$ cat src/rtl/lan_csr_port.sv
`timescale 1ns/1ps
module lan_csr_port #(
  parameter int DW   = 16,
  parameter int PW   = 2,
  parameter int NERR = 4,
  parameter int C3W  = 3
) (
  input  logic          clk,
  input  logic          rst_n,
  input  logic          host_sel,
  input  logic          host_wr,
  input  logic [DW-1:0] host_wdata,
  output logic [DW-1:0] host_rdata,
  input  logic          rx_off,
  input  logic          tx_off,
  input  logic          set_idon,
  input  logic          set_tint,
  input  logic          set_rint,
  input  logic [NERR-1:0] set_err,
  input  logic          tx_fault,
  output logic          irq,
  output logic          init_go,
  output logic          strt_go,
  output logic          tdmd_go,
  output logic          poll_en,
  output logic [DW+7:0] init_base,
  output logic [C3W-1:0] bus_cfg
);
  localparam int B_INIT = 0, B_STRT = 1, B_STOP = 2, B_TDMD = 3, B_TXON = 4, B_RXON = 5;
  localparam int B_IDON = 8, B_TINT = 9, B_RINT = 10, B_ERR0 = 11;

  logic [PW-1:0]   rap;
  logic [DW-1:0]   reg1;
  logic [7:0]      reg2;
  logic [C3W-1:0]  reg3;
  logic st_init, st_strt, st_stop, st_txon, st_rxon, st_idon, st_tint, st_rint;
  logic [NERR-1:0] st_err;

  logic          wr0, wr_data;
  logic [DW-1:0] cmd;
  logic          stop_cmd, err_any, intr;
  logic [DW-1:0] csr0;

  assign wr_data  = host_wr & ~host_sel;
  assign wr0      = wr_data & (rap == '0);
  assign cmd      = wr0 ? host_wdata : '0;
  assign stop_cmd = cmd[B_STOP];

  assign err_any = |st_err;
  assign intr    = err_any | st_idon | st_tint | st_rint;
  assign csr0    = {err_any, st_err, st_rint, st_tint, st_idon, intr, 1'b0,
                    st_rxon, st_txon, 1'b0, st_stop, st_strt, st_init};

  always_comb begin
    host_rdata = '0;
    if (host_sel) host_rdata[PW-1:0] = rap;
    else begin
      case (rap)
        2'd0:    host_rdata = csr0;
        2'd1:    host_rdata = reg1;
        2'd2:    host_rdata[7:0] = reg2;
        default: host_rdata[C3W-1:0] = reg3;
      endcase
    end
  end

  assign irq       = intr;
  assign poll_en   = st_strt & st_txon & ~st_stop;
  assign init_base = {reg2, reg1};
  assign bus_cfg   = reg3;

  always_ff @(posedge clk or negedge rst_n) begin
    if (!rst_n) begin
      rap  <= '0;
      reg1 <= '0;
      reg2 <= '0;
      reg3 <= '0;
    end else begin
      if (host_wr && host_sel) rap <= host_wdata[PW-1:0];
      if (wr_data && rap == 2'd1) reg1 <= {host_wdata[DW-1:1], 1'b0};
      if (wr_data && rap == 2'd2) reg2 <= host_wdata[7:0];
      if (wr_data && rap == 2'd3) reg3 <= host_wdata[C3W-1:0];
      if (stop_cmd) reg3 <= '0;
    end
  end

  always_ff @(posedge clk or negedge rst_n) begin
    if (!rst_n) begin
      st_init <= 1'b0;
      st_strt <= 1'b0;
      st_stop <= 1'b1;
      st_txon <= 1'b0;
      st_rxon <= 1'b0;
      init_go <= 1'b0;
      strt_go <= 1'b0;
      tdmd_go <= 1'b0;
    end else begin
      init_go <= cmd[B_INIT] & ~stop_cmd;
      strt_go <= cmd[B_STRT] & ~stop_cmd;
      tdmd_go <= cmd[B_TDMD] & ~stop_cmd;
      if (tx_fault) st_txon <= 1'b0;
      if (stop_cmd) begin
        st_init <= 1'b0;
        st_strt <= 1'b0;
        st_stop <= 1'b1;
        st_txon <= 1'b0;
        st_rxon <= 1'b0;
      end else begin
        if (cmd[B_INIT]) begin
          st_stop <= 1'b0;
          st_init <= 1'b1;
          st_txon <= 1'b1;
          st_rxon <= 1'b1;
        end
        if (cmd[B_STRT]) begin
          st_stop <= 1'b0;
          st_strt <= 1'b1;
          if (rx_off) st_rxon <= 1'b0;
          if (tx_off) st_txon <= 1'b0;
        end
      end
    end
  end

  always_ff @(posedge clk or negedge rst_n) begin
    if (!rst_n) begin
      st_idon <= 1'b0;
      st_tint <= 1'b0;
      st_rint <= 1'b0;
      st_err  <= '0;
    end else begin
      st_idon <= (st_idon & ~cmd[B_IDON] & ~stop_cmd) | set_idon;
      st_tint <= (st_tint & ~cmd[B_TINT]) | set_tint;
      st_rint <= (st_rint & ~cmd[B_RINT]) | set_rint;
      st_err  <= (st_err & ~cmd[B_ERR0 +: NERR]) | set_err;
    end
  end


  stop_over_chk: assert property (@(posedge clk) disable iff (!rst_n)
    (wr0 && host_wdata[B_STOP]) |=> (st_stop && !st_init && !st_strt && !init_go && !strt_go && !tdmd_go && reg3 == '0));

  init_pulse_chk: assert property (@(posedge clk) disable iff (!rst_n)
    init_go |-> (st_init && !st_stop));

  strt_txoff_chk: assert property (@(posedge clk) disable iff (!rst_n)
    (wr0 && host_wdata[B_STRT] && !host_wdata[B_STOP] && tx_off) |=> (!st_txon && !poll_en && strt_go));

  tint_set_chk: assert property (@(posedge clk) disable iff (!rst_n)
    set_tint |=> st_tint);

  tint_clr_chk: assert property (@(posedge clk) disable iff (!rst_n)
    (wr0 && host_wdata[B_TINT] && !set_tint) |=> !st_tint);
endmodule

$ cat config.mk
export PLATFORM = sky130hd
export DESIGN_NAME = lan_csr_port
export DESIGN_NICKNAME = d
export VERILOG_FILES = /design/src/rtl/lan_csr_port.sv
export SDC_FILE = /design/constraint.sdc
export NUM_CORES = 1
export LEC_CHECK = 0
export BUFFER_PORTS_ARGS = -buffer_cell sky130_fd_sc_hd__buf_2
export CAP_MARGIN = 15
export CORE_MARGIN = 2
export CORE_UTILIZATION = 45
export DETAILED_ROUTE_END_ITERATION = 10
export PLACE_DENSITY_LB_ADDON = 0.08
export SKIP_LAST_GASP = 1
export SLEW_MARGIN = 20
export SYNTH_ARGS = -nofsm -noshare
export SYNTH_HDL_FRONTEND = slang
export SYNTH_SLANG_ARGS = --single-unit
$ cat constraint.sdc
create_clock -name clk -period 4.15 [get_ports clk]
set_clock_uncertainty 0.15 [all_clocks]
set_input_delay 0.2075 -clock clk [delete_from_list [all_inputs] [get_ports clk]]
set_output_delay 0.2075 -clock clk [all_outputs]
set_load 0.02 [all_outputs]
==> flow_results.org, run 1 <==
** Outcome
- Status :: finished clean

** Detailed routing
- Remaining number of nets flagged by the antenna check after routing :: 0
- Overall routed net length :: about 4600 µm
- For this block, the via count after detailed routing is approximately 1600.
- Number of vias per cell :: between 5 and 6
- Wire length per cell after detailed routing :: roughly 15 µm
- Before antenna repair, the detailed router went through 4 iterations.
- After detailed routing, the number of remaining DRC violations is 0.
- After the first detailed-routing iteration, the DRC count stood at 111.

** STA
- Sum Neg Setup Slack :: 0 ns
- The worst pin sits at a relative slew slack of about a third.
- Transition time at the pin with the least slew margin :: between 1 and 1.5 ns
- Setup repair after global routing left no endpoint under its margin.
- The final number of hold-violating endpoints was 0.
- Final count of pins violating max slew :: 0
- For this run, the top clock speed supported by timing is just under 0.4 GHz.
- Counting I/O delays and the setup requirement, the final critical path takes 2.58 ns.
- Share of the clock period used by the worst path :: between 60% and 70%
- On the final layout, the worst hold slack is 0.0122 ns.
- Final setup viols :: 0

** Layout
- In the final design database the tool counted just under 300 nets.
- Share of cells above drive strength 1 :: 46.5%
- Measured on the finished design, the core utilization comes to between 60% and 70%.
- Summing all flip-flop and latch instances after layout gives roughly 1100 µm².
- Final standard cell area without fillers :: ~2700 µm²
- The multi-input combinational cells in the finished layout cover a total of ~910 µm².
- Layout-stage area growth over the synthesis result :: 29.8%
- Count of filler cells inserted in the layout :: approximately 380
- Antenna cells :: 0

** Setup path
- The signal on the critical path passes through mux4_2, nor2b_1, buf_2.
- In this run the worst setup path begins at rap[0].
- Setup crit end kind :: output pin
- Crit path to :: host_rdata[2]
- For the worst flop-to-flop path, the logic depth is 3.
- The worst register-to-register path has a setup slack of 1.66 ns.
- Launching element type of the critical path :: register
- Terminus of the critical flop-to-flop path :: bus_cfg[2]
- In this run the critical register-to-register path is launched from rap[0].
- Startpoint-to-endpoint class of the critical path :: reg -> out
- Worst path max stage delay :: 1.01 ns
- On the critical path, the stage with the largest delay is an instance of sky130_fd_sc_hd__dfrtp_1.
- Of all nets on the critical path, the largest fanout is 22.
- Arrival time of the worst setup path :: between 2 and 2.5 ns
- Data required, critical path :: between 3 and 4 ns

** Synth
- Syn_area_per_cell :: between 10 and 15 µm²
- After synthesis the netlist holds a flip-flop and latch count of between 40 and 50.
- The Yosys step of the flow raised 0 warnings.
- The cell area that synthesis handed to floorplanning was about 2100 µm².
- Syn_nets :: between 200 and 250
- Of the synthesized area, sequential elements account for between 50% and 60%.
- Number of different library cells in the post-synthesis netlist :: 34
- Synthesis handed over a netlist of between 150 and 200 instances.

** Clocking
- The clock drives between 40 and 50 sinks.
- Clock transition at path regs :: roughly 0.08 ns
- Clk buf depth :: 2
- TritonCTS built the clock tree.
- The number of setup buffers added after CTS is 0.
- Number of hold-repair buffers added at the cts stage :: 12
- Post_cts resized :: 0
- Clock latency at the later pin of the worst-skew pair :: 0.29 ns
- Clock buffer count from CTS :: 5
- H-tree depth :: 2
- The cell sitting at the root of the clock tree is a sky130_fd_sc_hd__clkbuf_8.

** Floorplan
- Chip Width :: roughly 72 µm
- Die area :: around 5200 µm²
- Number of placed I/O pins :: roughly 80
- Std-Cell Rows :: 24
- From bottom edge to top edge, the die measures 72.0 µm.
- The core region is roughly 4400 µm².
- For this configuration, the core starts out at a cell density of between 40% and 50%.

** Placement
- Summed over all nets, the half-perimeter wirelength after detailed placement is approximately 3200 µm.
- Number of port buffers :: 76
- After detailed placement, the total cell area comes to 2440 µm².
- Placer's final routability congestion estimate :: ~0.77

** Pwr
- Power density of the placed cells :: ~540 nW/µm²
- Leak pwr :: 0.00134 µW
- The worst-case IR drop observed on VDD is between 0.2 and 0.3 mV.

** GRT
- Entering global routing, the biggest net connects between 40 and 50 pins.
- Wire length of the first global-routing pass :: between 7000 and 8000 µm
- Gr ovfl total :: 0
- The initial antenna violation count came to 0.
- Global routing used a little under a fifth of the available tracks.
- Number of global-route vias before repair :: 1570

** Job
- Max-cap violations in this run came to 0.

** Min path
- The worst hold path belongs to the class in -> reg.
logic make-up (layout without fill, tap and decap cells):
logic type / after synthesis / count (layout) / synth area share [%]
flops: 43 / 43 / 51.8
mux: 41 / 41 / 21.9
other cells: 1 / 1 / 0.180
compound gates: 27 / 27 / 8.78
simple gates: 49 / 49 / 13.1
buf+inv: 12 / 99 / 4.21
how the worst min path moves through the flow:
stage,slack (ns),to,cells past startpoint,from
final,0.01,reg1[4],2,host_wdata[4]
after global routing,0.009,reg1[14],2,host_wdata[14]
after CTS,0.003,reg1[13],2,host_wdata[13]
after detailed placement,0.24,st_err[2],2,set_err[2]
after global placement,0.23,st_err[3],2,set_err[3]
after floorplan,-0.24,bus_cfg[0],0,rst_n
state kept, by name, indices dropped and copies added, names as in the netlist, 2 cells and up:
| register | count |
|---|---|
| reg1 | 15 |
| rap | 2 |
| st_err | 4 |
| reg2 | 8 |
| bus_cfg | 3 |
final cells by class:
| class | count | share of cell area, % |
|---|---|---|
| clock buffer | 8 | 3.71 |
| sequential | 43 | 39.9 |
| timing repair buffer | 90 | 19.9 |
| inverter | 1 | 0.139 |
| tap | 52 | 2.41 |
| multi-input combinational | 118 | 33.9 |
per-layer routing:
metal  part of all wire (%)  track usage [%]  wire [µm]
met5                      0                0          0
met4                   0.98             4.40         45
met3                    5.1             4.44        234
met2                     47             29.3       2160
met1                     47             27.0       2170
synth_stat cells (all sizes together):
library cell,count,area (µm²)
and2,1,6.26
a21o,9,68.8
clkbuf,5,38.8
a21oi,8,40.0
conb,1,3.75
o21ai,3,15.0
nor2,16,67.6
mux2,26,293
and2b,2,16.3
o31ai,2,15.0
nor2b,2,12.5
nor4b,1,23.8
dfstp,1,26.3
nand2,16,60.1
o2bb2ai,1,15.0
dfrtp,42,1050
and3b,2,17.5
and3,3,18.8
or4,2,22.5
nand4b,1,8.76
a22oi,3,22.5
mux4,1,22.5
mux2i,14,140
or2,3,18.8
o22ai,1,6.26
inv,1,3.75
buf,6,45.0
per-stage QoR:
stage	setup WS (ns)	std cells	total power, µW
2_1_floorplan	2.23	173	997
3_3_place_gp	1.68	290	1180
3_5_place_dp	1.69	290	1190
4_1_cts	1.55	310	1490
5_1_grt	1.48	312	1570
6_report	1.57	312	1470
power by group:
group          switching [µW]  internal (µW)  total [µW]
Clock                     136            152         288
Sequential                104            539         643
Combinational             298            242         540
Total                     537            932        1470
critical path, delay by kind of cell (launching register included):
kind / cells / cell delay [ns]
mux: 1 / 0.60
simple gates: 1 / 0.14
flops: 1 / 1.01
buf+inv: 1 / 0.17
cells in the final DEF (no fill, tap or decap), types with 7 or more instances in the layout:
master / n
sky130_fd_sc_hd__mux2i_1: 14
sky130_fd_sc_hd__a21o_1: 8
sky130_fd_sc_hd__nand2_1: 16
sky130_fd_sc_hd__mux2_2: 26
sky130_fd_sc_hd__nor2_1: 15
sky130_fd_sc_hd__clkbuf_8: 7
sky130_fd_sc_hd__a21oi_1: 8
sky130_fd_sc_hd__buf_2: 76
sky130_fd_sc_hd__dlygate4sd3_1: 13
sky130_fd_sc_hd__dfrtp_1: 42
Note: power is estimated with default switching activity, not from simulation.
==> inputs of run 2 (changes only) <==
- clock period: 4.15 -> 2.6 ns (I/O delays scaled with it)
==> flow_results.org, run 2 (synthesis results as in run 1) <==
** Floorplan
- Die area :: 5180 µm² (unchanged)
- Effective utilization at floorplan :: 47.1% (unchanged)
- The overall die width is 72.0 µm (unchanged).
- Overall die height :: 72.0 µm (unchanged)
- The number of cell rows is 24 (unchanged).
- The area of the core came to 4410 µm² (unchanged).
- Number of placed I/O pins :: 78 (unchanged)

** GRT
- Wire length of the first global-routing pass :: 8100 µm (+7.1%)
- The pin count of the biggest net entering global routing is 44 (unchanged).
- The total routing usage reported by global routing was 20.5% (+1.7 points).
- The initial antenna violation count is 0 (unchanged).
- The sum of overflow across all layers after global routing is 0 (unchanged).
- Number of global-route vias before repair :: 1611 (+2.6%)

** Setup path
- The most critical setup path has its startpoint at st_err[0].
- The worst path arrival time is 1.97 ns (-0.25 ns).
- R2R Path Start :: rap[0]
- Terminus of the critical flop-to-flop path :: st_err[0]
- Count of cells along the worst register-to-register path :: 5 (+2)
- The register-to-register setup slack was 0.40 ns (-1.26 ns).
- Startpoint-to-endpoint class of the critical path :: reg -> out
- The data required time at the worst endpoint is 2.32 ns (-1.47 ns).
- The worst setup path is launched from a register.
- Crit path to :: host_rdata[7]
- The worst setup path is captured at an output pin.
- The largest fanout of any net on the critical path was 3 (-86%).

** Detailed routing
- The total number of vias is 1682 (+5.4%).
- Residual DRC :: 0 (unchanged)
- Detailed route wirelength on metal3 :: 227 µm (-3.0%)
- Routed wire length on met2 :: 2420 µm (+12%)
- The number of routed nets with antenna violations came to 0 (unchanged).
- Highest layer used for signal routing :: met4
- Pre-antenna DRT Iters :: 4 (unchanged)
- The detailed router's first-iteration violation count is 85 (-23%).
- Number of vias per cell :: 5.07 (-0.96%)
- Overall routed net length :: 4970 µm (+7.8%)
- The detailed-route wire length on metal 1 was 2300 µm (+5.7%).
- The average wire per cell in the routed design was 15.0 µm (+1.3%).

** STA
- Derived from the worst setup path, the maximum achievable clock frequency is about 0.44 GHz.
- Unrepaired setup endpoints after global routing :: false
- Endpoints failing hold :: 0 (unchanged)
- Minimum clock period after layout :: between 2 and 2.5 ns
- Transition time at the pin with the least slew margin :: 0.606 ns (-0.406 ns)
- The max-slew violation total from the final report was 0 (unchanged).
- Sum Neg Setup Slack :: 0 ns (unchanged)
- Share of the clock period used by the worst path :: roughly 87%
- Remaining max-slew budget at the tightest pin :: 59.6% (+27 points)
- Final setup viols :: 0 (unchanged)

** Layout
- In the layout the commonest cells are 75 x sky130_fd_sc_hd__buf_2, 42 x sky130_fd_sc_hd__dfrtp_1, 31 x sky130_fd_sc_hd__dlygate4sd3_1.
- Share of cells above drive strength 1 :: 43.9% (-2.6 points)
- Count of placed standard cells in the final layout, fillers left out :: 332 (+6.4%)
- Registers with the highest flip-flop counts :: reg1 (15), reg2 (8), st_err (4)
- Leaving out fill and tap cells, the most frequent cell in the layout is sky130_fd_sc_hd__buf_2.
- Ranked by flip-flop count, first place goes to reg1.
- The number of nets in the final layout is 309 (+6.9%).
- Antenna cells :: 0 (unchanged)
- Layout-stage area growth over the synthesis result :: 39.9%
- The flip-flop count of the largest register, all copies and words added came to 15 (unchanged).

** Placement
- Number of cells in the design after placement :: 293 (+1.0%)
- Placer's final routability congestion estimate :: 0.734 (-4.1%)
- The final HPWL from detailed placement came to 3330 µm (+3.7%).
- The count of buffers from port buffering was 76 (unchanged).

** Job
- The max-capacitance violation count was 0 (unchanged).

** Clocking
- CTS tree :: done
- The clock-pin slew of the registers on the worst-case setup and hold paths was 0.08 ns (about the same).
- Number of post-CTS setup repair buffers :: 0 (unchanged)
- The total number of clock tree sinks came to 43 (unchanged).
- Number of hold-repair buffers added at the cts stage :: 31 (+19)
- The CTS buffer count came to 5 (unchanged).
- The tree is rooted in a sky130_fd_sc_hd__clkbuf_8.
- H-tree depth :: 2 (unchanged)
- Post_cts resized :: 0 (unchanged)
- The maximum buffer depth of the clock tree came to 2 (unchanged).
- The latest clock arrival within the worst-skew pair came to 0.29 ns (about the same).

** Pwr
- Peak ir drop on the vdd network :: 0.493 mV (+70%)
- The static leakage is 0.00142 µW (+6.0%).
- Power density of the placed cells :: 869 nW/µm² (+60%)

** Outcome
- Status :: finished clean

** Min path
- The path class of the tightest hold or removal check is in -> reg.
[run 2: cell count changes in the layout (fill, tap and decap cells not counted)]
cell | before | now
sky130_fd_sc_hd__buf_16 | 1 | 0
sky130_fd_sc_hd__buf_2 | 76 | 75
sky130_fd_sc_hd__buf_4 | 0 | 4
sky130_fd_sc_hd__bufinv_16 | 0 | 2
sky130_fd_sc_hd__clkbuf_8 | 7 | 5
sky130_fd_sc_hd__dlygate4sd3_1 | 13 | 31
[run 2: layout make-up]
type	count	area, µm²
timing repair buffer	110	716
clock buffer	6	72.6
sequential	43	1080
inverter	1	3.75
multi-input combinational	118	915
clock inverter	2	60.1
fill	358	1510
tap	52	65.1
[run 2: routing by layer]
| layer | global-route usage (%) | vias to the layer above |
|---|---|---|
| met2 | 32.2 | 49 |
| met3 | 4.72 | 2 |
| met5 | 0 | - |
| met4 | 5.66 | 0 |
| li1 | - | 818 |
| met1 | 28.8 | 813 |
[run 2: worst min-delay path by stage]
| stage | from | endpoint | slack (ns) | cells past startpoint |
|---|---|---|---|---|
| detailed placement | set_err[3] | st_err[3] | 0.16 | 2 |
| floorplan | rst_n | bus_cfg[0] | -0.32 | 0 |
| finish | host_wdata[0] | init_go | 0.06 | 2 |
| CTS | host_wdata[0] | init_go | 0.04 | 2 |
| global placement | set_err[3] | st_err[3] | 0.16 | 2 |
| global route | host_wdata[0] | init_go | 0.04 | 2 |
[run 2: through the flow]
| stage | hold WS, ns | power [µW] | util (%) | setup WS, ns | cell area, µm² |
|---|---|---|---|---|---|
| 2_1_floorplan | -0.316 | 1590 | - | 0.757 | 2080 |
| 3_3_place_gp | 0.159 | 1890 | 55.8 | 0.482 | 2460 |
| 3_5_place_dp | 0.165 | 1900 | 55.8 | 0.501 | 2460 |
| 4_1_cts | 0.0428 | 2550 | 65.8 | 0.325 | 2910 |
| 5_1_grt | 0.0450 | 2670 | 65.9 | 0.274 | 2910 |
| 6_report | 0.0580 | 2530 | 65.9 | 0.349 | 2910 |
[run 2: worst max-delay path, stage by stage, from the launching register on]
cell	delay (ns)
sky130_fd_sc_hd__dfrtp_1	0.40
sky130_fd_sc_hd__or4_4	0.54
sky130_fd_sc_hd__or4_4	0.44
sky130_fd_sc_hd__o2bb2ai_2	0.13
sky130_fd_sc_hd__buf_2	0.16
[run 2: power breakdown]
group	total [µW]	internal (µW)	leakage, µW	switching [µW]
Clock	612	384	0.0000654	228
Sequential	1030	860	0.000502	167
Combinational	890	401	0.000849	489
Total	2530	1650	0.00142	883
